**src/rtl/pcmx_pkg.sv**
```systemverilog
package pcmx_pkg;

    localparam int SAMPLE_W = 16;
    localparam int FRAME_CH = 2;
    localparam int FRAME_BITS = SAMPLE_W * FRAME_CH;
    localparam int CTRL_W = 19;
    localparam int CNT_W = 6;
    localparam int STAT_W = 2 * (CNT_W + 4);

    // control word field positions (decoded by the register neighbour)
    localparam int C_GLOBAL = 0;
    localparam int C_RX_EN = 1;
    localparam int C_TX_EN = 2;
    localparam int C_RX_LATE = 3;
    localparam int C_TX_LATE = 4;
    localparam int C_RX_DMA = 5;
    localparam int C_TX_DMA = 6;
    localparam int C_RX_THR = 7;
    localparam int C_TX_THR = 13;

    typedef struct packed {
        logic             fifo_en;
        logic             msb_late;
        logic             dma_en;
        logic [CNT_W-1:0] thr;
    } lane_cfg_t;

    typedef struct packed {
        logic [CNT_W-1:0] cnt;
        logic             empty;
        logic             aempty;
        logic             full;
        logic             afull;
    } fifo_flags_t;

    function automatic lane_cfg_t tx_cfg(input logic [CTRL_W-1:0] w);
        lane_cfg_t c;
        c.fifo_en  = w[C_TX_EN];
        c.msb_late = w[C_TX_LATE];
        c.dma_en   = w[C_TX_DMA];
        c.thr      = w[C_TX_THR +: CNT_W];
        return c;
    endfunction

    function automatic lane_cfg_t rx_cfg(input logic [CTRL_W-1:0] w);
        lane_cfg_t c;
        c.fifo_en  = w[C_RX_EN];
        c.msb_late = w[C_RX_LATE];
        c.dma_en   = w[C_RX_DMA];
        c.thr      = w[C_RX_THR +: CNT_W];
        return c;
    endfunction

    function automatic fifo_flags_t make_flags(input logic [CNT_W-1:0] c,
                                               input int depth,
                                               input int margin);
        fifo_flags_t f;
        int n;
        n = int'(c);
        f.cnt    = c;
        f.empty  = (n == 0);
        f.aempty = (n <= margin);
        f.full   = (n == depth);
        f.afull  = (n >= depth - margin);
        return f;
    endfunction

endpackage

```
**src/rtl/pcmx_fifo.sv**
```systemverilog
module pcmx_fifo #(
    parameter int DEPTH = 32,
    parameter int W = 16,
    localparam int AW = $clog2(DEPTH),
    localparam int CW = $clog2(DEPTH + 1)
) (
    input  logic          clk,
    input  logic          rst,
    input  logic          clr,
    input  logic          push,
    input  logic [W-1:0]  din,
    input  logic          pop,
    output logic [W-1:0]  head,
    output logic [CW-1:0] count
);
    logic [W-1:0] mem [DEPTH];
    logic [AW-1:0] wp, rp;
    logic do_push, do_pop;

    assign do_push = push && (count != CW'(DEPTH));
    assign do_pop  = pop && (count != '0);
    assign head    = mem[rp];

    always_ff @(posedge clk) begin
        if (do_push) mem[wp] <= din;
    end

    always_ff @(posedge clk) begin
        if (rst || clr) begin
            wp    <= '0;
            rp    <= '0;
            count <= '0;
        end else begin
            if (do_push) wp <= wp + 1'b1;
            if (do_pop)  rp <= rp + 1'b1;
            count <= count + CW'(do_push) - CW'(do_pop);
        end
    end
endmodule

```
**src/rtl/pcmx_slot_seq.sv**
```systemverilog
module pcmx_slot_seq #(
    parameter int FRAME_BITS = 32,
    parameter int SAMPLE_BITS = 16,
    parameter bit MARK_LAST = 1'b0,
    localparam int IW = $clog2(FRAME_BITS),
    localparam int SW = $clog2(SAMPLE_BITS)
) (
    input  logic clk,
    input  logic rst,
    input  logic run,
    input  logic tick,
    input  logic sync,
    input  logic late,
    output logic step,
    output logic mark
);
    logic busy, pend, start;
    logic [IW-1:0] cnt, idx;
    localparam logic [SW-1:0] MARK_POS = MARK_LAST ? {SW{1'b1}} : {SW{1'b0}};

    always_comb begin
        start = run && tick && (sync ? !late : pend);
        idx   = start ? '0 : cnt;
        step  = run && tick && (start || busy);
        mark  = step && (idx[SW-1:0] == MARK_POS);
    end

    always_ff @(posedge clk) begin
        if (rst || !run) begin
            busy <= 1'b0;
            pend <= 1'b0;
            cnt  <= '0;
        end else if (tick) begin
            pend <= sync && late;
            if (start) begin
                busy <= 1'b1;
                cnt  <= IW'(1);
            end else if (busy) begin
                cnt <= cnt + 1'b1;
                if (cnt == IW'(FRAME_BITS - 1)) busy <= 1'b0;
            end
        end
    end
endmodule

```
**src/rtl/pcmx_tx_lane.sv**
```systemverilog
module pcmx_tx_lane #(
    parameter int SW = 16
) (
    input  logic          clk,
    input  logic          rst,
    input  logic          run,
    input  logic          tick,
    input  logic          step,
    input  logic          first,
    input  logic [SW-1:0] head,
    input  logic          empty,
    output logic          pop,
    output logic          ser,
    output logic          starve
);
    logic [SW-1:0] sh;

    assign pop = step && first && !empty;

    always_ff @(posedge clk) begin
        if (rst || !run) begin
            sh     <= '0;
            ser    <= 1'b0;
            starve <= 1'b0;
        end else begin
            starve <= step && first && empty;
            if (step) begin
                if (first) begin
                    ser <= empty ? 1'b0 : head[SW-1];
                    sh  <= empty ? '0 : {head[SW-2:0], 1'b0};
                end else begin
                    ser <= sh[SW-1];
                    sh  <= {sh[SW-2:0], 1'b0};
                end
            end else if (tick) begin
                ser <= 1'b0;
            end
        end
    end
endmodule

```
**src/rtl/pcmx_rx_lane.sv**
```systemverilog
module pcmx_rx_lane #(
    parameter int SW = 16
) (
    input  logic          clk,
    input  logic          rst,
    input  logic          run,
    input  logic          step,
    input  logic          last,
    input  logic          ser_in,
    input  logic          full,
    output logic          push,
    output logic [SW-1:0] pdata,
    output logic          overrun
);
    logic [SW-2:0] sh;

    assign pdata = {sh, ser_in};
    assign push  = step && last;

    always_ff @(posedge clk) begin
        if (rst || !run) begin
            sh      <= '0;
            overrun <= 1'b0;
        end else begin
            overrun <= step && last && full;
            if (step) sh <= pdata[SW-2:0];
        end
    end
endmodule

```
**src/rtl/pcm_stereo_xcvr.sv**
```systemverilog
module pcm_stereo_xcvr
    import pcmx_pkg::*;
#(
    parameter int DEPTH = 32,
    parameter int MARGIN = 4
) (
    input  logic                clk,
    input  logic                rst,
    input  logic [CTRL_W-1:0]   ctrl_word,
    input  logic                bit_tick,
    input  logic                frame_sync,
    input  logic                ser_in,
    output logic                ser_out,
    input  logic                tx_wr,
    input  logic [SAMPLE_W-1:0] tx_wdata,
    input  logic                rx_rd,
    output logic [SAMPLE_W:0]   rx_rword,
    output logic [STAT_W-1:0]   fifo_status,
    output logic                tx_dma_req,
    output logic                rx_dma_req,
    output logic                tx_starve,
    output logic                rx_overrun
);
    localparam int FCW = $clog2(DEPTH + 1);
    localparam int DIR_TX = 0;
    localparam int DIR_RX = 1;

    lane_cfg_t   txc, rxc;
    fifo_flags_t txf, rxf;
    logic [1:0]  run_d, late_d, step_d, mark_d;
    logic [FCW-1:0] tx_cnt, rx_cnt;
    logic [SAMPLE_W-1:0] tx_head, rx_head, rx_pdata;
    logic tx_pop, rx_push;

    assign txc = tx_cfg(ctrl_word);
    assign rxc = rx_cfg(ctrl_word);
    assign run_d[DIR_TX]  = ctrl_word[C_GLOBAL] && txc.fifo_en;
    assign run_d[DIR_RX]  = ctrl_word[C_GLOBAL] && rxc.fifo_en;
    assign late_d[DIR_TX] = txc.msb_late;
    assign late_d[DIR_RX] = rxc.msb_late;

    // one bit sequencer per direction; the receive one marks sample ends
    for (genvar d = 0; d < 2; d++) begin : g_seq
        pcmx_slot_seq #(
            .FRAME_BITS (FRAME_BITS),
            .SAMPLE_BITS(SAMPLE_W),
            .MARK_LAST  (d == DIR_RX)
        ) u_seq (
            .clk (clk),
            .rst (rst),
            .run (run_d[d]),
            .tick(bit_tick),
            .sync(frame_sync),
            .late(late_d[d]),
            .step(step_d[d]),
            .mark(mark_d[d])
        );
    end

    pcmx_fifo #(.DEPTH(DEPTH), .W(SAMPLE_W)) u_txq (
        .clk  (clk),
        .rst  (rst),
        .clr  (!txc.fifo_en),
        .push (tx_wr && txc.fifo_en),
        .din  (tx_wdata),
        .pop  (tx_pop),
        .head (tx_head),
        .count(tx_cnt)
    );

    pcmx_fifo #(.DEPTH(DEPTH), .W(SAMPLE_W)) u_rxq (
        .clk  (clk),
        .rst  (rst),
        .clr  (!rxc.fifo_en),
        .push (rx_push),
        .din  (rx_pdata),
        .pop  (rx_rd && rxc.fifo_en),
        .head (rx_head),
        .count(rx_cnt)
    );

    assign txf = make_flags(CNT_W'(tx_cnt), DEPTH, MARGIN);
    assign rxf = make_flags(CNT_W'(rx_cnt), DEPTH, MARGIN);

    pcmx_tx_lane #(.SW(SAMPLE_W)) u_txl (
        .clk   (clk),
        .rst   (rst),
        .run   (run_d[DIR_TX]),
        .tick  (bit_tick),
        .step  (step_d[DIR_TX]),
        .first (mark_d[DIR_TX]),
        .head  (tx_head),
        .empty (txf.empty),
        .pop   (tx_pop),
        .ser   (ser_out),
        .starve(tx_starve)
    );

    pcmx_rx_lane #(.SW(SAMPLE_W)) u_rxl (
        .clk    (clk),
        .rst    (rst),
        .run    (run_d[DIR_RX]),
        .step   (step_d[DIR_RX]),
        .last   (mark_d[DIR_RX]),
        .ser_in (ser_in),
        .full   (rxf.full),
        .push   (rx_push),
        .pdata  (rx_pdata),
        .overrun(rx_overrun)
    );

    assign rx_rword    = {!rxf.empty, rxf.empty ? '0 : rx_head};
    assign fifo_status = {txf, rxf};
    assign tx_dma_req  = txc.dma_en && txc.fifo_en && (txf.cnt <= txc.thr);
    assign rx_dma_req  = rxc.dma_en && rxc.fifo_en && (rxf.cnt >= rxc.thr);
endmodule

```
**config.mk**
```make
export PLATFORM = sky130hd
export DESIGN_NAME = pcm_stereo_xcvr
export DESIGN_NICKNAME = d
export VERILOG_FILES = /design/src/rtl/pcmx_pkg.sv /design/src/rtl/pcmx_fifo.sv /design/src/rtl/pcmx_slot_seq.sv /design/src/rtl/pcmx_tx_lane.sv /design/src/rtl/pcmx_rx_lane.sv /design/src/rtl/pcm_stereo_xcvr.sv
export SDC_FILE = /design/constraint.sdc
export NUM_CORES = 1
export LEC_CHECK = 0
export BUFFER_PORTS_ARGS = -buffer_cell sky130_fd_sc_hd__buf_2
export CAP_MARGIN = 0
export CORE_UTILIZATION = 46
export CTS_BUF_LIST = sky130_fd_sc_hd__clkbuf_8
export CTS_CLUSTER_DIAMETER = 40
export DETAILED_ROUTE_END_ITERATION = 16
export GPL_ROUTABILITY_DRIVEN = 0
export MAX_ROUTING_LAYER = met4
export SLEW_MARGIN = 20
export SYNTH_ARGS = -nofsm -noshare
export SYNTH_HDL_FRONTEND = slang
export SYNTH_HIERARCHICAL = 1
export SYNTH_SLANG_ARGS = --single-unit
```
**constraint.sdc**
```tcl
create_clock -name clk -period 4.02 [get_ports clk]
set_clock_uncertainty 0.2 [all_clocks]
set_input_delay 0.804 -clock clk [delete_from_list [all_inputs] [get_ports clk]]
set_output_delay 0.804 -clock clk [all_outputs]
set_load 0.02 [all_outputs]
```
==> results_dict.tcl, run 1 <==
set metrics [dict create \
    finalSetupViolCount 0 \
    grt_pass1_wl_um 153700 \
    async_flop_share_pct 0 \
    cp.arrival_ns 2.94 \
    power_frac_comb_pct 3.1 \
    synthToLayoutAreaGrowth_pct 13.87 \
    syn_area_um2 44220 \
    fin_area_um2 50350 \
    grt_setup_unrepaired "yes" \
    tightestPinTransition_ns 1.063 \
    dp_hpwl_um 62620 \
    grt_util_met3_pct 3.988 \
    pre_cts_ws_ns 0.1683 \
    viasPerCell 5.711 \
    num_vias 23670 \
    drv_cap 0 \
    worst_setup_path_end_kind "primary output" \
    cts_tree "yes" \
    final_cell_mix "edfxtp_1 (1024), mux2i_1 (272), clkbuf_8 (182)" \
    dieArea_um2 97370 \
    numClockSinks 1113 \
    nets 2824 \
    synth-seq-cells 1113 \
    core_um2 95150 \
    drive_gt1_share_pct 23.44 \
    power_frac_seq_pct 56.7 \
    max_stage_delay_ns 0.50 \
    report.final.slew_viol_count 0 \
    worst_slack_ns 0.07497 \
    timing.slew.headroom_pct 28.83 \
    drt-wirelength-per-cell_um 25.20 \
    ys_types 65 \
    synthFlopType "edfxtp_1" \
    min_period_over_period_pct 98.14 \
    drt_wl_total_um 104400 \
    crit_top_cell "buf_6" \
    placed_cell_area_um2 46570 \
    overflow 0 \
    cts.clk_slew.worst_paths_ns 0.06 \
    outcome "finished clean" \
    port_buffers 83 \
    cts_buffers 177 \
    ir_drop_mv 0.3260 \
    grt_pass1_vias 23500 \
    critPathKind "reg2out" \
    die_w_um 312.0 \
    hold_viol 0 \
    grt_start_max_net_pins 56 \
    cts.path.max_buffers 3 \
    grt_usage_pct 22.14 \
    synth-edff-count 1024 \
    cp.buffers_inverters 3 \
    drtIter0Drc 1996 \
    drc 0 \
    clkPwrFrac_pct 40.2 \
    htree_levels 4 \
    critPathRequiredTime_ns 3.02 \
    clockRootBuffer "clkbuf_8" \
    avgSynthCellArea_um2 17.95 \
    grt_most_used_layer "met2" \
    met1_usage_pct 31.28 \
    worst_setup_path_start_kind "flop" \
    ys_seq_area_share_pct 73.57 \
    ios 84 \
    switchingPower_mw 4.920 \
    worstSkewPairLatency_ns 0.85 \
    switching_share_pct 22.12 \
    crit_family "multiplexers" \
    syn_nets 2552 \
    antenna_found_initial 2 \
    worst_path_max_delay_cell "mux4_2" \
    drtPass1Iterations 5 \
    die_h_um 312.0 \
    num_rows 113 \
    final_common_cell "edfxtp_1" \
    p_leak_nw 16.96 \
    hold_path.class "in2reg" \
    grtUsageMet2_pct 33.38 \
    fin_hold_ws_ns 0.08781 \
    crit_path_cell_trace "buf_6 -> clkbuf_16 -> mux4_2 -> a22oi_2 -> nand4_1 -> and2_4 -> buf_6" \
    internal-power_mw 17.32 \
    max_freq_ghz 0.2535 \
    ant_nets 0 \
    yosysWarnings 6 \
    start_util_pct 46.47 \
    path_max_fanout 7 \
    syn_inst 2464 \
    post-route-min-period_ns 3.945 \
    p_per_area_nw_per_um2 441.7 \
]
## cell usage after synthesis, drive strengths merged, types with 27 or more instances
master / instances / area share (%)
nor2: 135 / 1.1
a22oi: 193 / 3.3
and2: 28 / 0.47
ha: 44 / 1.2
nand4: 35 / 0.50
buf: 99 / 1.6
dfxtp: 89 / 4.0
nand3: 91 / 1.0
nand2: 40 / 0.34
edfxtp: 1024 / 70
a21oi: 27 / 0.31
clkbuf: 39 / 0.34
mux4: 128 / 6.5
inv: 48 / 0.41
mux2i: 272 / 6.2
## state kept, by name (all words and copies together) (netlist names), named ones only
signal and count:
g_seq.u_seq/busy 2, g_seq.u_seq/cnt 10, g_seq.u_seq/pend 2, u_rxl/overrun 1
u_rxl/sh 15, u_rxq/count 6, u_rxq/mem 512, u_rxq/rp 5
u_rxq/wp 5, u_txl/ser 1, u_txl/sh 15, u_txl/starve 1
u_txq/count 6, u_txq/mem 512, u_txq/rp 5, u_txq/wp 5
## final timing paths
check / start / to / slack (ns) / cells past startpoint
max reg2reg: u_txq/count[2] / u_txq/count[4] / 0.63 / 14
min: bit_tick / g_seq[1].u_seq/cnt[4] / 0.09 / 3
min reg2reg: g_seq[0].u_seq/cnt[4] / g_seq[0].u_seq/cnt[4] / 0.26 / 2
max: flop / rx_rword[1] / 0.07 / 7
## metrics by stage
step	std cells	utilization [%]	TNS, ns	total power [mW]
finish	4144	52.91	0	22.24
global route	4143	52.91	-0.02633	23.01
CTS	4140	52.87	-0.06905	22.47
detailed placement	3805	48.94	0	13.51
global placement	3805	48.94	0	13.48
floorplan	2464	-	0	13.26
## tightest hold or removal path, cell delays in order
cell and delay [ns]:
buf_2 0.15, nand3_1 0.08, a21oi_1 0.06
## what timing repair did
action / in CTS / in global routing
hold endpoints to repair: 1 / 0
setup endpoints to repair: 16 / 11
hold buffers: 2 / 0
cloned: 3 / 1
gates resized for setup: 41 / 8
pin swaps: 16 / 7
setup buffers: 12 / 0
## routing by layer
layer  part of all wire, %  up-vias
met3                   6.2      128
met5                     0        -
met2                    47      751
met1                    45    12350
li1                      -    10440
met4                   1.6        0
## power by group through the flow
stage	logic, mW	clock network, mW	registers, mW
after floorplan	0.406	0	12.9
after global placement	0.634	0	12.8
after detailed placement	0.662	0	12.8
after CTS	0.694	9.17	12.6
after global routing	0.753	9.65	12.6
final	0.692	8.94	12.6
## layout make-up
cell class                 count  area [µm²]
antenna                        4       10.01
clock buffer                 182        2505
clock inverter               136       802.0
fill                        7550       44800
inverter                      48       180.2
multi-input combinational   1165       10830
sequential                  1113       32550
tap                         1265        1583
timing repair buffer         231        1888
## cells by family (layout without fill, tap and decap cells)
| family | count (synthesis) | in the layout | share of synthesized area [%] |
|---|---|---|---|
| flip-flops | 1113 | 1113 | 73.57 |
| AND/OR/NAND/NOR | 435 | 435 | 5.198 |
| multiplexers | 400 | 400 | 12.68 |
| AO/OA/AOI/OAI | 267 | 267 | 4.576 |
| buffers and inverters | 186 | 597 | 2.306 |
| adder cells (fa/ha/maj) | 46 | 46 | 1.336 |
| XOR/XNOR | 17 | 17 | 0.3367 |
| other | 0 | 4 | 0 |
Power figures use the tool's default switching activity.
==> run 2: changes to the inputs <==
--- a/config.mk
+++ b/config.mk
@@ -6,7 +6,7 @@
 export NUM_CORES = 1
 export LEC_CHECK = 0
 export BUFFER_PORTS_ARGS = -buffer_cell sky130_fd_sc_hd__buf_2
-export CAP_MARGIN = 0
+export CAP_MARGIN = 20
 export CORE_UTILIZATION = 46
 export CTS_BUF_LIST = sky130_fd_sc_hd__clkbuf_8
 export CTS_CLUSTER_DIAMETER = 40
==> constraint.sdc (replaced) <==
create_clock -name clk -period 4.4 [get_ports clk]
set_clock_uncertainty 0.2 [all_clocks]
set_input_delay 0.88 -clock clk [delete_from_list [all_inputs] [get_ports clk]]
set_output_delay 0.88 -clock clk [all_outputs]
set_load 0.02 [all_outputs]
==> run 2 against run 1 <==
  * Setup slack improved by 0.078 ns
  * Sequential share of layout area increased by 0.64 points
  * Combinational power is 12% lower
  * Cell count fell by 0.48%
  * Sequential cell count is the same
  * Clock power down 7.8%
  * Count of clock-buffer cells in the layout is 3 higher
  * Routed wire length fell by 0.27%
==> results_dict.tcl, run 2 (synthesis gave the netlist of run 1 again) <==
set metrics [dict create \
    antenna_found_initial 2 \
    ir_drop_mv 0.3413 \
    r2r_start "u_txq/count[1]" \
    drive_gt1_share_pct 22.07 \
    port_buffers 83 \
    crit_end "rx_rword[15]" \
    max_stage_delay_ns 0.58 \
    viasPerCell 5.725 \
    die_w_um 312.0 \
    hold_path.class "in2reg" \
    cts_buffers 178 \
    synthToLayoutAreaGrowth_pct 12.73 \
    worst_setup_path_end_kind "primary output" \
    num_rows 113 \
    path_max_fanout 36 \
    totalPowerFinal_mw 20.36 \
    core_um2 95150 \
    critPathRequiredTime_ns 3.32 \
    rrSetupSlack_ns 1.03 \
    nets 2801 \
    drt_wl_total_um 104100 \
    worst_setup_path_start_kind "flop" \
    die_h_um 312.0 \
    p_per_area_nw_per_um2 408.5 \
    critPathKind "reg2out" \
    num_vias 23610 \
    numClockSinks 1113 \
    drtIter0Drc 2067 \
    dp_hpwl_um 62870 \
    final_common_cell "edfxtp_1" \
    fillers 7560 \
    grt_pass1_wl_um 154700 \
    worst_slack_ns 0.1529 \
    worstSkewPairLatency_ns 0.87 \
    hold_viol 0 \
    cts_tree "yes" \
    overflow 0 \
    crit_path_cell_trace "buf_12 -> mux4_2 -> a22oi_1 -> nand4_1 -> and2_2 -> buf_2" \
    finalSetupViolCount 0 \
    drtPass1Iterations 5 \
    max_freq_ghz 0.2355 \
    grt_usage_pct 22.26 \
    biggestRegsByFlops "u_rxq/mem (512), u_txq/mem (512)" \
    drc 0 \
    ios 84 \
    dieArea_um2 97370 \
    timing.slew.headroom_pct 29.19 \
    min_period_over_period_pct 96.52 \
    htree_levels 4 \
    worst_path_max_delay_cell "mux4_2" \
    post-route-min-period_ns 4.247 \
    ant_nets 0 \
    reg2reg_depth 14 \
    drv_cap 0 \
    clockRootBuffer "clkbuf_8" \
    hold_start "ctrl_word[4]" \
    grt_pass1_vias 23750 \
    tightestPinTransition_ns 1.060 \
    final_cell_mix "edfxtp_1 (1024), mux2i_1 (272), a22oi_1 (186)" \
    p_leak_nw 16.74 \
    drt-wirelength-per-cell_um 25.25 \
    grt_start_max_net_pins 47 \
    outcome "finished clean" \
    cp.arrival_ns 3.17 \
    final_util_pct 52.39 \
    cts.clk_slew.worst_paths_ns 0.06 \
    start_util_pct 46.47 \
    pre_cts_ws_ns 0.3172 \
    r2r-end "u_txq/count[4]" \
    grt_setup_unrepaired "no" \
    fin_setup_tns_ns 0 \
    report.final.slew_viol_count 0 \
    cts.path.max_buffers 3 \
]
==> run 2: final cells by class <==
type | count | area (µm²) | area share (%)
Antenna cell | 5 | 12.51 | 0.02510
Clock inverter | 136 | 778.2 | 1.561
Tap cell | 1265 | 1583 | 3.175
Timing Repair Buffer | 207 | 1479 | 2.967
Sequential cell | 1113 | 32550 | 65.29
Inverter | 48 | 180.2 | 0.3614
Multi-Input combinational cell | 1165 | 10720 | 21.51
Clock buffer | 185 | 2546 | 5.108
==> run 2: per-stage QoR <==
step           area [µm²]  hold slack (ns)  cells
2_1_floorplan       44220           0.2369   2464
3_3_place_gp        46480           0.2472   3797
3_5_place_dp        46480           0.2570   3797
4_1_cts             49820          0.02172   4119
5_1_grt             49840          0.06190   4121
6_report            49850           0.1097   4124
==> run 2: power breakdown <==
group	switching (mW)	internal, mW	leakage, nW
Clock	4.01	4.23	1.90
Sequential	0.0319	11.5	11.0
Combinational	0.428	0.181	3.79
Total	4.47	15.9	16.7
==> run 2: how the worst min path moves through the flow <==
stage / endpoint / cells past startpoint
3_5_place_dp: g_seq[0].u_seq/cnt[4] / 2
2_1_floorplan: g_seq[0].u_seq/cnt[4] / 2
4_1_cts: g_seq[0].u_seq/pend / 3
6_report: g_seq[0].u_seq/pend / 3
3_3_place_gp: g_seq[0].u_seq/cnt[4] / 2
5_1_grt: g_seq[0].u_seq/pend / 3
==> run 2: worst max-delay path, delay by kind of cell, from the launching register on <==
family	cells	cell delay, ns
AND/OR/NAND/NOR	2	0.44
multiplexers	1	0.58
buffers and inverters	2	0.42
flip-flops	1	0.37
AO/OA/AOI/OAI	1	0.48
==> run 2: per-layer routing <==
layer,global-route usage [%],wire length (µm)
met5,-,0
met1,31.33,46520
met3,3.650,6522
met2,33.43,48860
met4,6.774,2225
==> run 2: repair_timing <==
item	4_1_cts	5_1_grt
setup buffers	1	0
gates resized for setup	1	5
hold buffers	0	0
endpoints found under the setup margin	4	10
